File: config.mk
export PLATFORM = sky130hd
export DESIGN_NAME = secs_alarm
export DESIGN_NICKNAME = d
export VERILOG_FILES = /design/src/rtl/secs_alarm_pkg.sv /design/src/rtl/secs_alarm_regs.sv /design/src/rtl/secs_alarm_count.sv /design/src/rtl/secs_alarm_flag.sv /design/src/rtl/secs_alarm.sv
export SDC_FILE = /design/constraint.sdc
export NUM_CORES = 1
export LEC_CHECK = 0
export CAP_MARGIN = 20
export CORE_AREA = 2 2 107 109
export DETAILED_ROUTE_END_ITERATION = 7
export DIE_AREA = 0 0 109 111
export PLACE_DENSITY = 0.59
export SLEW_MARGIN = 20
export SYNTH_ARGS = -nofsm -noshare
export SYNTH_HDL_FRONTEND = slang
export SYNTH_SLANG_ARGS = --single-unit
File: constraint.sdc
create_clock -name clk -period 2.6 [get_ports clk]
set_input_delay 0.26 -clock clk [delete_from_list [all_inputs] [get_ports clk]]
set_output_delay 0.26 -clock clk [all_outputs]
set_load 0.01 [all_outputs]
File: src/rtl/secs_alarm_pkg.sv
package secs_alarm_pkg;
  localparam logic [7:0] OFS_LOAD   = 8'h20;
  localparam logic [7:0] OFS_REMAIN = 8'h24;
  localparam logic [7:0] OFS_RUN    = 8'h28;
  localparam logic [7:0] OFS_IE     = 8'h2C;
  localparam logic [7:0] OFS_STAT   = 8'h30;
  localparam logic [7:0] OFS_CAL_EN = 8'h44;
  localparam logic [7:0] OFS_CAL_IE = 8'h48;
  localparam logic [7:0] OFS_CAL_ST = 8'h4C;
  localparam logic [7:0] OFS_WAKE   = 8'h50;

  localparam int unsigned NUM_CTL = 3;

  typedef enum logic [1:0] {CTL_RUN = 2'd0, CTL_IE = 2'd1, CTL_WAKE = 2'd2} ctl_idx_e;

  typedef struct packed {
    logic wake_en;
    logic irq_en;
    logic run;
  } ctl_t;
endpackage

File: src/rtl/secs_alarm_regs.sv
module secs_alarm_regs
  import secs_alarm_pkg::*;
#(
  parameter int unsigned ADDR_W = 8,
  parameter int unsigned DATA_W = 32,
  parameter int unsigned CNT_W  = 32
) (
  input  logic              clk,
  input  logic              rst_n,
  input  logic              bus_wr,
  input  logic [ADDR_W-1:0] bus_addr,
  input  logic [DATA_W-1:0] bus_wdata,
  input  logic [CNT_W-1:0]  count_q,
  input  logic              pend_q,
  output logic              load_ev,
  output logic [CNT_W-1:0]  load_val,
  output logic              clr_ev,
  output ctl_t              ctl,
  output logic [DATA_W-1:0] bus_rdata
);
  localparam logic [7:0] CTL_OFS [NUM_CTL] = '{OFS_RUN, OFS_IE, OFS_WAKE};

  logic [CNT_W-1:0] loaded_q;
  logic [NUM_CTL-1:0] ctl_q;

  function automatic logic hit(input logic [ADDR_W-1:0] a, input logic [7:0] ofs);
    return a == ADDR_W'(ofs);
  endfunction

  function automatic logic [DATA_W-1:0] widen(input logic [CNT_W-1:0] v);
    logic [DATA_W-1:0] r;
    r = '0;
    r[CNT_W-1:0] = v;
    return r;
  endfunction

  function automatic logic [DATA_W-1:0] bit0(input logic b);
    logic [DATA_W-1:0] r;
    r = '0;
    r[0] = b;
    return r;
  endfunction

  assign load_ev  = bus_wr && hit(bus_addr, OFS_LOAD);
  assign load_val = bus_wdata[CNT_W-1:0];
  assign clr_ev   = bus_wr && hit(bus_addr, OFS_STAT) && bus_wdata[0];

  always_ff @(posedge clk or negedge rst_n) begin
    if (!rst_n)       loaded_q <= '0;
    else if (load_ev) loaded_q <= load_val;
  end

  for (genvar g = 0; g < NUM_CTL; g++) begin : g_ctl
    always_ff @(posedge clk or negedge rst_n) begin
      if (!rst_n)
        ctl_q[g] <= 1'b0;
      else if (bus_wr && hit(bus_addr, CTL_OFS[g]))
        ctl_q[g] <= bus_wdata[0];
    end
  end

  assign ctl.run     = ctl_q[CTL_RUN];
  assign ctl.irq_en  = ctl_q[CTL_IE];
  assign ctl.wake_en = ctl_q[CTL_WAKE];

  always_comb begin
    bus_rdata = '0;
    if (hit(bus_addr, OFS_LOAD))   bus_rdata = widen(loaded_q);
    if (hit(bus_addr, OFS_REMAIN)) bus_rdata = widen(count_q);
    if (hit(bus_addr, OFS_STAT))   bus_rdata = bit0(pend_q);
    for (int i = 0; i < NUM_CTL; i++)
      if (hit(bus_addr, CTL_OFS[i])) bus_rdata = bit0(ctl_q[i]);
  end
endmodule

File: src/rtl/secs_alarm_count.sv
module secs_alarm_count #(
  parameter int unsigned CNT_W = 32
) (
  input  logic             clk,
  input  logic             rst_n,
  input  logic             load_ev,
  input  logic [CNT_W-1:0] load_val,
  input  logic             run,
  input  logic             tick,
  output logic [CNT_W-1:0] count_q,
  output logic             dec_ev,
  output logic             zero_ev
);
  function automatic logic may_step(input logic t, input logic r,
                                    input logic ld, input logic [CNT_W-1:0] c);
    return t && r && !ld && (c != '0);
  endfunction

  function automatic logic [CNT_W-1:0] next_count(input logic ld, input logic [CNT_W-1:0] lv,
                                                  input logic st, input logic [CNT_W-1:0] c);
    if (ld)      return lv;
    else if (st) return c - CNT_W'(1);
    else         return c;
  endfunction

  assign dec_ev  = may_step(tick, run, load_ev, count_q);
  assign zero_ev = dec_ev && (count_q == CNT_W'(1));

  always_ff @(posedge clk or negedge rst_n) begin
    if (!rst_n) count_q <= '0;
    else        count_q <= next_count(load_ev, load_val, dec_ev, count_q);
  end
endmodule

File: src/rtl/secs_alarm_flag.sv
module secs_alarm_flag (
  input  logic clk,
  input  logic rst_n,
  input  logic zero_ev,
  input  logic clr_ev,
  input  logic irq_en,
  input  logic wake_en,
  output logic pend_q,
  output logic irq_out,
  output logic wake_out
);
  always_ff @(posedge clk or negedge rst_n) begin
    if (!rst_n)       pend_q <= 1'b0;
    else if (zero_ev) pend_q <= 1'b1;
    else if (clr_ev)  pend_q <= 1'b0;
  end

  assign irq_out  = pend_q && irq_en;
  assign wake_out = pend_q && wake_en;
endmodule

File: src/rtl/secs_alarm.sv
module secs_alarm
  import secs_alarm_pkg::*;
#(
  parameter int unsigned ADDR_W = 8,
  parameter int unsigned DATA_W = 32,
  parameter int unsigned CNT_W  = 32
) (
  input  logic              clk,
  input  logic              rst_n,
  input  logic              bus_wr,
  input  logic [ADDR_W-1:0] bus_addr,
  input  logic [DATA_W-1:0] bus_wdata,
  output logic [DATA_W-1:0] bus_rdata,
  input  logic              tick_1hz,
  output logic              irq_out,
  output logic              wake_out
);
  logic             load_ev, clr_ev, dec_ev, zero_ev, pend_q;
  logic [CNT_W-1:0] load_val, count_q;
  ctl_t             ctl;

  secs_alarm_regs #(.ADDR_W(ADDR_W), .DATA_W(DATA_W), .CNT_W(CNT_W)) u_regs (
    .clk(clk), .rst_n(rst_n), .bus_wr(bus_wr), .bus_addr(bus_addr),
    .bus_wdata(bus_wdata), .count_q(count_q), .pend_q(pend_q),
    .load_ev(load_ev), .load_val(load_val), .clr_ev(clr_ev), .ctl(ctl),
    .bus_rdata(bus_rdata)
  );

  secs_alarm_count #(.CNT_W(CNT_W)) u_count (
    .clk(clk), .rst_n(rst_n), .load_ev(load_ev), .load_val(load_val),
    .run(ctl.run), .tick(tick_1hz), .count_q(count_q),
    .dec_ev(dec_ev), .zero_ev(zero_ev)
  );

  secs_alarm_flag u_flag (
    .clk(clk), .rst_n(rst_n), .zero_ev(zero_ev), .clr_ev(clr_ev),
    .irq_en(ctl.irq_en), .wake_en(ctl.wake_en), .pend_q(pend_q),
    .irq_out(irq_out), .wake_out(wake_out)
  );
endmodule

==> metrics.log <==
INFO  metric outcome = complete, no violations
INFO  metric cts_max_level = 3
INFO  metric max_cap_viol_count = 0
INFO  metric num-nets-final = 571
INFO  metric max-vdd-ir-drop = between 0.3 and 0.4 mV
INFO  metric drv_slew = 0
INFO  metric number_of_sinks_on_the_clock_net = 68
INFO  metric worstPathRequired = between 2 and 2.5 ns
INFO  metric vias_per_cell = 5.566
INFO  metric clk_root_buffer_cell = clkbuf_16
INFO  metric worstSetupStartpointType = input port
INFO  metric drt_drc_violations_left = 0
INFO  metric clockPowerShare = 30.3%
INFO  metric synth_seq_area_share = about 44%
INFO  metric setup_viol = 0
INFO  metric worst-endpoint-arrival = 2.29 ns
INFO  metric firstDrtPassIters = 4
INFO  metric final_core_utilization = 47.63%
INFO  metric internal-power = 2.602 mW
INFO  metric worst_path_clk_slew = 0.06 ns
INFO  metric fin_worst_skew = 0.007322 ns
INFO  metric width_of_the_die = 109 um
INFO  metric cellPowerDensity = ~780 nW/um2
INFO  metric ios = 78
INFO  metric synth-async-reset-ratio = 100.0%
INFO  metric final_area = 5276 um2
INFO  metric final_antenna_net_count = 0
INFO  metric timing.slew.headroom = 59.39%
INFO  metric first_pass_grt_wire_length = 18,650 um
INFO  metric grt_usage = 19.53%
INFO  metric number_of_enable_type_register_cells_in_the_synthesized_netlist = 0
INFO  metric clock_tree.buffer_depth = 2
INFO  metric post_detail_place_hpwl = 7624 um
INFO  metric post_synth_inst_count = 439
INFO  metric syn-num-nets = 485
INFO  metric synthDistinctLibCells = 46
INFO  metric layout_min_cycle_time = 2.552 ns
INFO  metric routability_congestion_estimate_from_global_placement = 0.8097
INFO  metric end_kind = output port
INFO  metric power_switching = 1.505 mW
INFO  metric via_count_of_the_first_global_routing_pass = 3,694
INFO  metric port-buffer-count = between 70 and 80
INFO  metric core = 11,080 um2
INFO  metric placementRows = 39
INFO  metric synth_ff_type = dfrtp_1
INFO  metric die-area = ~12,000 um2
INFO  metric die_h = 111 um
INFO  metric area_delta_synth_final = 37.27%
INFO  metric yosysWarningCount = 0
INFO  metric switching_share = 36.65%
INFO  metric ffs_latches_synth = 68
INFO  metric placement.setup.worst_slack = around 0.034 ns
INFO  metric power.combinational.fraction = between 30% and 40%
INFO  metric final_period_utilization = 98.15%
INFO  metric via_count = ~3,700
INFO  metric stdcell_count = 673
INFO  metric wl_per_cell = 16.84 um
INFO  metric grt_start_max_net_pins = 86
INFO  metric tritoncts_clock_tree = done
INFO  metric routed_wl = 11,330 um
INFO  metric drtIter0Drc = between 200 and 300
INFO  metric setup.worst_path.class = input port to output port
INFO  metric worst-slew-pin-transition = 0.6045 ns
INFO  metric worst_hold_path_type = input port to asynchronous set/reset pin
INFO  metric fin_tns_setup = 0 ns
INFO  metric timing.fmax = just under 0.4 GHz
INFO  metric final_layout_size_suffix_gt1_share = 11.70%
INFO  metric sequentialPowerShare = 37.8%
INFO  metric tritoncts.num_buffers = 9
INFO  metric setup_slack = approximately 0.048 ns
INFO  metric crit_path_max_fanout = 15
INFO  metric design_power_total = 4.107 mW
INFO  metric grt_antenna_before_repair = 0
INFO  metric start_util = 34.70%
INFO  metric clk_latency = 0.34 ns
INFO  metric timing_hold_violations_final = 0
INFO  metric whs = around 0.44 ns
INFO  metric grt.overflow.total = 0
INFO  metric syn_area = ~3800 um2
INFO  metric placed_cells = 655
INFO  metric dpl-instance-area = 4915 um2
INFO  metric n_antenna_cell = 0
INFO  metric power_leakage = 2.393 nW
INFO  metric avgSynthCellArea = ~8.8 um2
==> synthesized netlist by cell type, types with 3 or more instances <==
cell type / number / share of area, %
or2_2: 4 / 0.65
or3_1: 12 / 2.0
and2_1: 5 / 0.81
o211ai_1: 13 / 2.5
or4_1: 21 / 4.1
and3b_1: 3 / 0.68
nand2_1: 97 / 9.5
nand4_1: 11 / 1.8
mux2_2: 3 / 0.88
nand3_1: 25 / 3.3
and4_1: 3 / 0.68
o21ai_0: 13 / 1.7
clkbuf_1: 23 / 2.2
a31oi_1: 15 / 2.4
nor2_1: 30 / 2.9
nor3_1: 6 / 0.78
o311ai_0: 5 / 1.1
o41ai_1: 3 / 0.68
o31ai_1: 7 / 1.4
a22o_1: 31 / 7.1
nor4_1: 6 / 0.98
dfrtp_1: 68 / 44
or4b_2: 4 / 1.0
==> cell families (layout without fill, tap and decap cells) <==
kind of cell             count (synthesis)  count (layout)  synth area share (%)
AO/OA/AOI/OAI                           93              93                 18.39
XOR/XNOR                                 1               1                0.2279
adder cells (fa/ha/maj)                  2               2                0.6509
buffers and inverters                   29             120                 2.897
flip-flops                              68              68                 44.27
multiplexers                             3               3                0.8788
AND/OR/NAND/NOR                        243             243                 32.68
==> worst max-delay path, cell delays in order <==
cell and delay (ns):
clkdlybuf4s50_1 0.47, nor3b_2 0.20, and2_1 0.17, and3b_2 0.28
clkbuf_16 0.21, a22o_1 0.15, clkdlybuf4s50_1 0.54
==> registers in the layout, summed over array words and instances, names as in the netlist <==
name             flops
u_count.count_q     32
u_flag.pend_q        1
u_regs.ctl           3
u_regs.loaded_q     32
==> worst paths after layout <==
| path | from | endpoint | slack [ns] | cells past startpoint |
|---|---|---|---|---|
| min in group clk | u_regs.loaded_q[2] | u_regs.loaded_q[2] | 0.47 | 2 |
| worst min register to register | u_regs.loaded_q[2] | u_regs.loaded_q[2] | 0.47 | 2 |
| worst min-delay path | rst_n | u_regs.loaded_q[15] | 0.44 | 2 |
| worst max-delay path | bus_addr[5] | bus_rdata[15] | 0.05 | 7 |
| max in group asynchronous | rst_n | u_regs.loaded_q[22] | 1.40 | 3 |
| worst max register to register | u_count.count_q[0] | u_count.count_q[29] | 0.24 | 7 |
==> cell type report <==
| type | count | area, um2 |
|---|---|---|
| Timing Repair Buffer | 102 | 1036 |
| Clock inverter | 5 | 50.05 |
| Fill cell | 1056 | 5801 |
| Tap cell | 143 | 178.9 |
| Clock buffer | 11 | 252.7 |
| Multi-Input combinational cell | 342 | 2049 |
| Inverter | 2 | 7.507 |
| Sequential cell | 68 | 1702 |
==> cell usage in the layout (no fill, tap or decap), drive strengths merged, types with 4 or more instances in the layout <==
master,Yosys,final
a22o,31,31
clkbuf,23,12
or2,5,5
nor4,8,8
o311ai,5,5
or4b,5,5
dlymetal6s2s,0,5
o21ai,13,13
nand2,98,98
buf,4,24
o211ai,13,13
a31oi,15,15
nor2,30,30
dfrtp,68,68
or3,13,13
o31ai,7,7
and2,6,6
nor3,6,6
nand3,25,25
clkinv,0,4
or4,21,21
nand4,11,11
clkdlybuf4s50,0,71
==> per-layer routing <==
layer,track usage (%),share of wire [%],vias up
li1,-,-,1822
met1,26.84,46,1824
met2,30.43,48,91
met3,4.233,5.0,9
met4,6.325,1.1,0
met5,0,0,-
==> power by group through the flow <==
| stage | Combinational [mW] | Clock (mW) | Sequential [mW] |
|---|---|---|---|
| detailed placement | 1.29 | 0 | 1.57 |
| global route | 1.47 | 1.31 | 1.60 |
| floorplan | 0.854 | 0 | 1.49 |
| finish | 1.31 | 1.24 | 1.55 |
| global placement | 1.26 | 0 | 1.56 |
| CTS | 1.30 | 1.26 | 1.55 |
==> what timing repair did <==
item	in CTS	in global routing
hold buffers	1	0
setup endpoints to repair	0	32
hold endpoints to repair	21	0
setup buffers	0	0
gates resized for setup	0	9
Note: power is estimated with default switching activity, not from simulation.
